### config.mk
export PLATFORM = sky130hd
export DESIGN_NAME = exc_flush_ctrl
export DESIGN_NICKNAME = d
export VERILOG_FILES = /design/src/rtl/exc_pkg.sv /design/src/rtl/pc_steer.sv /design/src/rtl/flush_gen.sv /design/src/rtl/ctrl_squash.sv /design/src/rtl/epc_reg.sv /design/src/rtl/exc_flush_ctrl.sv
export SDC_FILE = /design/constraint.sdc
export NUM_CORES = 1
export LEC_CHECK = 0
export ABC_CLOCK_PERIOD_IN_PS = 1300
export BUFFER_PORTS_ARGS = -buffer_cell sky130_fd_sc_hd__buf_2
export CORE_UTILIZATION = 40
export DETAILED_ROUTE_END_ITERATION = 8
export GPL_ROUTABILITY_DRIVEN = 0
export PLACE_DENSITY = 0.88
export SYNTH_ARGS = -nofsm -noshare
export SYNTH_HDL_FRONTEND = slang
export SYNTH_HIERARCHICAL = 1
export SYNTH_SLANG_ARGS = --single-unit
### constraint.sdc
create_clock -name clk -period 1.3 [get_ports clk]
set_clock_uncertainty 0.1 [all_clocks]
set_input_delay 0 -clock clk [delete_from_list [all_inputs] [get_ports clk]]
set_output_delay 0 -clock clk [all_outputs]
set_load 0.005 [all_outputs]
### src/rtl/exc_pkg.sv
package exc_pkg;
  localparam int unsigned XLEN        = 32;
  localparam int unsigned CTRL_W      = 6;
  localparam int unsigned CTRL_REGWR  = 0;
  localparam int unsigned CTRL_MEMWR  = 1;

  typedef enum logic [1:0] {
    SEL_SEQ  = 2'b00,
    SEL_BR   = 2'b01,
    SEL_EXC  = 2'b10,
    SEL_BOTH = 2'b11
  } pc_sel_e;
endpackage

### src/rtl/pc_steer.sv
module pc_steer #(
  parameter int unsigned AW = 32,
  parameter logic [AW-1:0] VEC = 32'h4000_0040
) (
  input  logic          exc,
  input  logic          br,
  input  logic [AW-1:0] br_target,
  input  logic [AW-1:0] cur_pc,
  output logic [1:0]    sel,
  output logic [AW-1:0] npc
);
  localparam logic [AW-1:0] STEP = AW'(4);

  assign sel = {exc, br};

  always_comb begin
    unique casez (sel)
      2'b1?:   npc = VEC;
      2'b01:   npc = br_target;
      default: npc = cur_pc + STEP;
    endcase
  end
endmodule

### src/rtl/flush_gen.sv
module flush_gen (
  input  logic exc,
  input  logic br,
  input  logic stall,
  output logic f_if,
  output logic f_id,
  output logic f_ex
);
  assign f_if = exc | br;
  assign f_id = exc | stall;
  assign f_ex = exc;
endmodule

### src/rtl/ctrl_squash.sv
module ctrl_squash #(
  parameter int unsigned W = 6,
  parameter int unsigned MEMWR_BIT = 1
) (
  input  logic         kill,
  input  logic [W-1:0] din,
  output logic [W-1:0] dout
);
  logic [W-1:0] masked;

  always_comb begin
    masked = din;
    masked[MEMWR_BIT] = din[MEMWR_BIT] & ~kill;
    dout = kill ? '0 : masked;
  end
endmodule

### src/rtl/epc_reg.sv
module epc_reg #(
  parameter int unsigned AW = 32
) (
  input  logic          clk,
  input  logic          rst,
  input  logic          load,
  input  logic [AW-1:0] d,
  output logic [AW-1:0] q
);
  always_ff @(posedge clk) begin
    if (rst)       q <= '0;
    else if (load) q <= d;
  end
endmodule

### src/rtl/exc_flush_ctrl.sv
module exc_flush_ctrl
  import exc_pkg::*;
#(
  parameter logic [XLEN-1:0] HANDLER_VEC = 32'h4000_0040
) (
  input  logic              clk,
  input  logic              rst,
  input  logic              ex_ovf,
  input  logic              id_br_taken,
  input  logic [XLEN-1:0]   id_br_target,
  input  logic              hdu_stall,
  input  logic [XLEN-1:0]   ex_pc_plus4,
  input  logic [XLEN-1:0]   if_pc,
  input  logic [CTRL_W-1:0] id_ctrl_in,
  input  logic [CTRL_W-1:0] ex_ctrl_in,
  output logic [1:0]        pc_sel,
  output logic [XLEN-1:0]   next_pc,
  output logic              if_flush,
  output logic              id_flush,
  output logic              ex_flush,
  output logic [CTRL_W-1:0] id_ctrl_out,
  output logic [CTRL_W-1:0] ex_ctrl_out,
  output logic [XLEN-1:0]   epc
);
  localparam int unsigned NSTG = 2;

  logic [NSTG-1:0]             stg_kill;
  logic [NSTG-1:0][CTRL_W-1:0] stg_in;
  logic [NSTG-1:0][CTRL_W-1:0] stg_out;

  pc_steer #(.AW(XLEN), .VEC(HANDLER_VEC)) u_steer (
    .exc       (ex_ovf),
    .br        (id_br_taken),
    .br_target (id_br_target),
    .cur_pc    (if_pc),
    .sel       (pc_sel),
    .npc       (next_pc)
  );

  flush_gen u_flush (
    .exc   (ex_ovf),
    .br    (id_br_taken),
    .stall (hdu_stall),
    .f_if  (if_flush),
    .f_id  (id_flush),
    .f_ex  (ex_flush)
  );

  assign stg_kill = {ex_flush, id_flush};
  assign stg_in   = {ex_ctrl_in, id_ctrl_in};

  for (genvar s = 0; s < NSTG; s++) begin : g_stage
    ctrl_squash #(.W(CTRL_W), .MEMWR_BIT(CTRL_MEMWR)) u_sq (
      .kill (stg_kill[s]),
      .din  (stg_in[s]),
      .dout (stg_out[s])
    );
  end

  assign id_ctrl_out = stg_out[0];
  assign ex_ctrl_out = stg_out[1];

  epc_reg #(.AW(XLEN)) u_epc (
    .clk  (clk),
    .rst  (rst),
    .load (ex_ovf),
    .d    (ex_pc_plus4),
    .q    (epc)
  );
endmodule

==> flow_metrics.env, run 1 <==
export IMPL_result_of_the_run="finished, violations left"
export IMPL_violations_in_the_final_reports="setup timing"
export IMPL_tritoncts="yes"
export IMPL_rel_slew_slack_pct=65.2
export IMPL_netlist_area_um2=2460
export IMPL_multiInputGateArea_um2=1750
export IMPL_worstPathRequired_ns=1.20
export IMPL_yosys_mux_area_fraction_pct=16.7
export IMPL_post_synth_top_area_cell="sky130_fd_sc_hd__dfxtp_1"
export IMPL_clock_tree_root_driver_cell="sky130_fd_sc_hd__clkbuf_8"
export IMPL_vdd_ir_drop_max_mv=0.807
export IMPL_synth_top_area_share_pct=26.1
export IMPL_clock_sinks=32
export IMPL_grt_pass1_wl_mm=13.6
export IMPL_track_usage_pct=27.3
export IMPL_io_buffer_count=193
export IMPL_biggestRegsByFlops="u_epc/q x32"
export IMPL_layout_cells_non_filler=625
export IMPL_seq_cells_post_synth=32
export IMPL_p_sw_mw=0.843
export IMPL_antenna_left=0
export IMPL_vias_per_instance=5.09
export IMPL_yosysSeqAreaShare_pct=26.1
export IMPL_end_kind="output pin"
export IMPL_timing_hold_violations_final=0
export IMPL_mappedNetlistNets=413
export IMPL_clock_tree_buffer_depth=2
export IMPL_globalRoute_totalOverflow=0
export IMPL_synthesis_yosys_warnings=6
export IMPL_final_util_pct=74.4
export IMPL_routed_via_count=3184
export IMPL_critical_path_peak_fanout=8
export IMPL_finalSetupTns_ns=-0.932
export IMPL_setup_worst_path_class="in2out"
export IMPL_slew_of_the_pin_with_the_lowest_slew_margin_ns=0.522
export IMPL_row_count=28
export IMPL_report_final_slew_viol_count=0
export IMPL_die_width_um=80.4
export IMPL_drt_wl_total_mm=9.34
export IMPL_clk_transition_reported_paths_ns=0.07
export IMPL_timing_final_crit_period_ns=1.42
export IMPL_rsz0062_at_grt="true"
export IMPL_setup_slack_ns=-0.115
export IMPL_yosys_area_share_xor_xnor_pct=9.62
export IMPL_synth_edf_count=0
export IMPL_yosys_top_cells_area="sky130_fd_sc_hd__dfxtp_1 (26%), sky130_fd_sc_hd__mux2i_1 (17%), sky130_fd_sc_hd__xnor2_1 (8.2%), sky130_fd_sc_hd__nor2_1 (7.9%), sky130_fd_sc_hd__o21a_1 (5.2%)"
export IMPL_design_die_area_um2=6460
export IMPL_first_iter_violations=80
export IMPL_cts_made_buffers=5
export IMPL_pwr_share_clk_pct=30.4
export IMPL_setup_worst_path_start_class="input port"
export IMPL_setup_viol=19
export IMPL_initial_antenna_violation_count=0
export IMPL_power_internal_mw=2.18
export IMPL_ios=194
export IMPL_drive_gt1_share_pct=48.5
export IMPL_synth_compound_area_share_pct=10.7
export IMPL_first_global_vias=3045
export IMPL_nets=663
export IMPL_grt_max_degree=40
export IMPL_synth_top_family_by_area="simple AND/OR/NAND/NOR gates"
export IMPL_synth_adder_area_share_pct=0.509
export IMPL_insertedDiodeCount=0
export IMPL_clock_latency_ns=0.27
export IMPL_hold_path_class="in2reg"
export IMPL_largest_register_ff_count=32
export IMPL_initial_core_utilization_pct=41.5
export IMPL_netlist_instances=299
export IMPL_die_height_um=80.4
export IMPL_synthArstFlopShare_pct=0
export IMPL_max_flop_register="u_epc/q"
export IMPL_maximum_clock_frequency_ghz=0.707
export IMPL_detail_route_wl_per_cell_um=15.0
export IMPL_filler_cell_count=394
export IMPL_yosysUniqueCellTypes=38
export IMPL_final_seq_area_um2=641
export IMPL_cellLeakagePower_nw=2.34
export IMPL_placed_cells=575
export IMPL_core_area_um2=5920
export IMPL_synthesis_area_per_instance_um2=8.22
export IMPL_seq_power_share_pct=35.5
export IMPL_h_tree_depth=2
export IMPL_drt_pre_antenna_iters=4
export IMPL_synthFlopType="sky130_fd_sc_hd__dfxtp_1"
export IMPL_synthSimpleGateAreaFrac_pct=27.6
export IMPL_pwr_density_cell_nw_per_um2=685
export IMPL_post_route_drc_count=0
export IMPL_area_growth_pct=79.3
export IMPL_sw_frac_of_total_pct=27.9
export IMPL_final_min_period_over_clock_period_pct=109
export IMPL_place_detailed_hpwl_mm=5.95
export IMPL_p_comb_share_pct=34.2
export IMPL_critical_path_arrival_ns=1.32
export IMPL_drv_cap=0
routing by layer:
| layer | vias to the layer above | GRT usage, % | wire (um) |
|---|---|---|---|
| li1 | 1511 | - | - |
| met1 | 1436 | 26.1 | 3140 |
| met2 | 193 | 54.8 | 4990 |
| met3 | 44 | 5.23 | 749 |
| met4 | 0 | 12.5 | 464 |
| met5 | - | 0 | 0 |
cells in the mapped netlist, types with 3 or more instances:
master / instances
sky130_fd_sc_hd__buf_12: 3
sky130_fd_sc_hd__xnor2_1: 23
sky130_fd_sc_hd__nor3_1: 4
sky130_fd_sc_hd__a21oi_1: 19
sky130_fd_sc_hd__and3_1: 5
sky130_fd_sc_hd__inv_1: 20
sky130_fd_sc_hd__clkbuf_1: 9
sky130_fd_sc_hd__nor2_1: 52
sky130_fd_sc_hd__nor2b_1: 13
sky130_fd_sc_hd__nand4_1: 9
sky130_fd_sc_hd__mux2i_1: 41
sky130_fd_sc_hd__buf_4: 3
sky130_fd_sc_hd__nand3_1: 10
sky130_fd_sc_hd__nand2_1: 8
sky130_fd_sc_hd__dfxtp_1: 32
sky130_fd_sc_hd__xor2_1: 4
sky130_fd_sc_hd__o21a_1: 17
final timing paths:
check              startpoint          end  slack, ns  cells after the start
hold / removal            rst  u_epc/q[16]       0.09                      2
hold reg to reg   u_epc/q[23]  u_epc/q[23]       0.40                      2
setup reg to reg  u_epc/q[31]  u_epc/q[31]       0.49                      2
setup / recovery     if_pc[5]  next_pc[20]      -0.12                      8
layout by cell type (no fill, tap or decap), types with 2 or more instances in the layout:
cell | netlist | final
sky130_fd_sc_hd__buf_4 | 3 | 31
sky130_fd_sc_hd__nor2b_1 | 13 | 13
sky130_fd_sc_hd__buf_2 | 2 | 176
sky130_fd_sc_hd__buf_6 | 1 | 14
sky130_fd_sc_hd__inv_1 | 20 | 20
sky130_fd_sc_hd__nand3_4 | 2 | 4
sky130_fd_sc_hd__dlygate4sd3_1 | 0 | 32
sky130_fd_sc_hd__or2_1 | 2 | 2
sky130_fd_sc_hd__dfxtp_1 | 32 | 32
sky130_fd_sc_hd__and3_1 | 5 | 4
sky130_fd_sc_hd__nand2_1 | 8 | 7
sky130_fd_sc_hd__xnor2_1 | 23 | 17
sky130_fd_sc_hd__nand4_1 | 9 | 9
sky130_fd_sc_hd__nand3_2 | 1 | 2
sky130_fd_sc_hd__nor2_1 | 52 | 52
sky130_fd_sc_hd__xnor2_2 | 0 | 6
sky130_fd_sc_hd__buf_8 | 0 | 4
sky130_fd_sc_hd__nor3_4 | 2 | 4
sky130_fd_sc_hd__nand3_1 | 10 | 7
sky130_fd_sc_hd__nor3_1 | 4 | 3
sky130_fd_sc_hd__xor2_1 | 4 | 3
sky130_fd_sc_hd__buf_12 | 3 | 4
sky130_fd_sc_hd__clkbuf_8 | 0 | 5
sky130_fd_sc_hd__a21oi_1 | 19 | 19
sky130_fd_sc_hd__o21a_1 | 17 | 17
sky130_fd_sc_hd__mux2i_1 | 41 | 41
cells by family (layout without fill, tap and decap cells):
kind of cell | after synthesis | in the layout
AND/OR/NAND/NOR | 119 | 119
multiplexers | 41 | 41
AO/OA/AOI/OAI | 40 | 40
buffers and inverters | 39 | 290
flip-flops | 32 | 32
XOR/XNOR | 27 | 27
adder cells (fa/ha/maj) | 1 | 1
final cells by class:
cell class                      count  share of cell area, %
Timing Repair Buffer              262                   39.5
Inverter                           20                   1.70
Tap cell                           75                   2.13
Sequential cell                    32                   14.5
Clock inverter                      3                  0.965
Multi-Input combinational cell    228                   39.6
Clock buffer                        5                   1.56
what timing repair did:
item                                   4_1_cts  5_1_grt
pin swaps                                   19       22
endpoints found under the hold margin       32        0
resized for setup                           29       27
hold buffers                                32        0
cloned                                       0        0
buffers inserted                             8        2
setup endpoints to repair                   18       20
power groups by stage:
stage	clock, mW	sequential, mW	combinational, mW
final	0.916	1.07	1.03
after detailed placement	0	1.09	0.842
after global routing	0.986	1.08	1.12
after global placement	0	1.08	0.818
after CTS	0.931	1.07	0.971
after floorplan	0	1.09	0.395
through the flow:
step / hold slack, ns / setup WS (ns) / cell area (um2) / total power [mW]
after floorplan: -0.0786 / 0.248 / 2460 / 1.49
after global placement: 0.136 / -0.110 / 3620 / 1.90
after detailed placement: 0.144 / -0.177 / 3620 / 1.93
after CTS: 0.0864 / -0.0406 / 4270 / 2.97
after global routing: 0.0980 / -0.178 / 4410 / 3.18
final: 0.0863 / -0.115 / 4410 / 3.02
critical path: stages:
cell	delay, ns
sky130_fd_sc_hd__buf_8	0.08
sky130_fd_sc_hd__nand3_4	0.19
sky130_fd_sc_hd__buf_12	0.21
sky130_fd_sc_hd__nor2_4	0.19
sky130_fd_sc_hd__nand4_1	0.17
sky130_fd_sc_hd__xnor2_1	0.18
sky130_fd_sc_hd__o21a_1	0.17
sky130_fd_sc_hd__buf_2	0.12
No activity file was read; power rests on OpenSTA's default activity.
==> run 2: changes to the inputs <==
--- a/config.mk
+++ b/config.mk
@@ -6,7 +6,7 @@
 export NUM_CORES = 1
 export LEC_CHECK = 0
 export ABC_CLOCK_PERIOD_IN_PS = 1300
-export BUFFER_PORTS_ARGS = -buffer_cell sky130_fd_sc_hd__buf_2
+export BUFFER_PORTS_ARGS = -buffer_cell sky130_fd_sc_hd__buf_4
 export CORE_UTILIZATION = 40
 export DETAILED_ROUTE_END_ITERATION = 8
 export GPL_ROUTABILITY_DRIVEN = 0
==> flow_metrics.env, run 2 (synthesis gave the netlist of run 1 again) <==
export IMPL_insertedDiodeCount=0
export IMPL_placed_cells=578
export IMPL_cts_made_buffers=5
export IMPL_critical_path_arrival_ns=1.30
export IMPL_row_count=28
export IMPL_rel_slew_slack_pct=77.8
export IMPL_finalSetupTns_ns=-0.722
export IMPL_multiInputGateArea_um2=1750
export IMPL_clock_tree_buffer_depth=2
export IMPL_setup_viol=14
export IMPL_result_of_the_run="finished, violations left"
export IMPL_core_area_um2=5920
export IMPL_vdd_ir_drop_max_mv=0.601
export IMPL_seq_power_share_pct=33.4
export IMPL_timing_critical_path_buf_inv=3
export IMPL_clock_tree_root_driver_cell="sky130_fd_sc_hd__clkbuf_8"
export IMPL_hold_path_depth=3
export IMPL_report_final_slew_viol_count=0
export IMPL_power_internal_mw=2.34
export IMPL_grt_max_degree=33
export IMPL_die_width_um=80.4
export IMPL_antenna_left=0
export IMPL_drive_gt1_share_pct=48.5
export IMPL_first_global_vias=3262
export IMPL_timing_critical_path_slowest_cell_delay_ns=0.25
export IMPL_routed_via_count=3198
export IMPL_maximum_clock_frequency_ghz=0.713
export IMPL_min_delay_worst_endpoint="u_epc/q[10]"
export IMPL_worstSetupPathDepth=8
export IMPL_critical_path_peak_fanout=4
export IMPL_biggestRegsByFlops="u_epc/q x32"
export IMPL_max_flop_register="u_epc/q"
export IMPL_tritoncts="yes"
export IMPL_cpMaxStageDelayCell="sky130_fd_sc_hd__nor3_4"
export IMPL_filler_cell_count=357
export IMPL_clock_latency_ns=0.28
export IMPL_mostFrequentLayoutCell="sky130_fd_sc_hd__buf_4"
export IMPL_clk_transition_reported_paths_ns=0.07
export IMPL_initial_antenna_violation_count=0
export IMPL_track_usage_pct=29.7
export IMPL_drv_cap=0
export IMPL_drt_wl_total_mm=10.3
export IMPL_setup_worst_path_class="in2out"
export IMPL_timing_hold_violations_final=0
export IMPL_clock_sinks=32
export IMPL_vias_per_instance=5.11
export IMPL_timing_critical_path_max_delay_family="simple AND/OR/NAND/NOR gates"
export IMPL_hold_path_class="in2reg"
export IMPL_violations_in_the_final_reports="setup timing"
export IMPL_nets=664
export IMPL_layout_common_cells="sky130_fd_sc_hd__buf_4 (206), sky130_fd_sc_hd__nor2_1 (52), sky130_fd_sc_hd__mux2i_1 (41)"
export IMPL_p_sw_mw=0.890
export IMPL_design_die_area_um2=6460
export IMPL_setup_worst_path_start_class="input port"
export IMPL_initial_core_utilization_pct=41.5
export IMPL_pwr_share_clk_pct=28.9
export IMPL_area_growth_pct=98.0
export IMPL_setup_slack_ns=-0.103
export IMPL_register_to_register_path_depth=2
export IMPL_crit_path_frequent_cell="sky130_fd_sc_hd__buf_4"
export IMPL_first_iter_violations=140
export IMPL_reg2reg_setup_slack_ns=0.48
export IMPL_end_kind="output pin"
export IMPL_final_min_period_over_clock_period_pct=108
export IMPL_rsz0062_at_grt="true"
export IMPL_io_buffer_count=193
export IMPL_drt_pre_antenna_iters=4
export IMPL_ios=194
export IMPL_sw_frac_of_total_pct=27.6
export IMPL_worstPathRequired_ns=1.20
export IMPL_worstHoldStart="ex_ovf"
export IMPL_place_detailed_hpwl_mm=6.47
export IMPL_largest_register_ff_count=32
export IMPL_worst_r2r_startpoint="u_epc/q[0]"
export IMPL_final_seq_area_um2=641
export IMPL_detailedPlace_worstSlack_ns=-0.118
export IMPL_critical_path_reg2reg_endpoint="u_epc/q[0]"
export IMPL_path_cells="buf_8, nand4_4, nor3_4, buf_4, nand4_1, xnor2_1, o21a_1, buf_4"
export IMPL_die_height_um=80.4
export IMPL_p_comb_share_pct=37.7
export IMPL_globalRoute_totalOverflow=0
export IMPL_pwr_density_cell_nw_per_um2=663
export IMPL_detail_route_wl_per_cell_um=16.5
export IMPL_slew_of_the_pin_with_the_lowest_slew_margin_ns=0.331
export IMPL_cellLeakagePower_nw=2.46
export IMPL_layout_cells_non_filler=626
export IMPL_timing_final_crit_period_ns=1.40
export IMPL_h_tree_depth=2
export IMPL_post_route_drc_count=0
export IMPL_grt_pass1_wl_mm=14.7
==> run 2: power by group through the flow <==
stage / clock network [mW] / logic [mW] / registers (mW)
2_1_floorplan: 0 / 0.395 / 1.09
3_3_place_gp: 0 / 1.01 / 1.09
3_5_place_dp: 0 / 1.03 / 1.09
4_1_cts: 0.943 / 1.14 / 1.07
5_1_grt: 0.995 / 1.30 / 1.08
6_report: 0.932 / 1.22 / 1.08
==> run 2: final cells by class <==
type	count	share of cell area, %
repair buffers	263	45.1
multi-input cells	228	36.1
clock buffers	6	1.49
well taps	75	1.93
clock inverters	2	0.720
inverters	20	1.54
flip-flops and latches	32	13.2
==> run 2: timing repair <==
action | in CTS | in global routing
pin swaps | 17 | 16
resized for setup | 21 | 28
hold buffers | 33 | 0
gates cloned | 0 | 0
setup endpoints to repair | 18 | 23
setup buffers | 3 | 4
hold endpoints to repair | 32 | 0
==> run 2: worst register-to-register path: cells and delay by family (launching register included) <==
family           cells  cell delay (ns)
flip-flops           1             0.38
AND/OR/NAND/NOR      1             0.16
multiplexers         1             0.09
==> run 2: worst max-delay path by stage <==
stage / start / end / slack, ns
finish: if_pc[9] / next_pc[24] / -0.10
detailed placement: if_pc[2] / next_pc[20] / -0.12
CTS: if_pc[21] / next_pc[31] / -0.04
global route: if_pc[9] / next_pc[14] / -0.15
global placement: if_pc[2] / next_pc[20] / -0.10
floorplan: if_pc[2] / next_pc[26] / 0.25
==> run 2: through the flow <==
step                      power (mW)  instance area (um2)  utilization, %  hold WS [ns]
final                           3.23                 4860            82.2        0.0408
after global routing            3.37                 4860            82.2        0.0449
after CTS                       3.16                 4690            79.2        0.0294
after detailed placement        2.12                 4120            69.6         0.142
after global placement          2.09                 4120            69.6         0.137
after floorplan                 1.49                 2460               -       -0.0786
==> run 2: routing by layer <==
layer / track usage, % / share of wire [%]
met1: 27.5 / 34
met2: 58.0 / 54
met3: 7.39 / 7.7
met4: 16.6 / 4.6
met5: 0 / 0
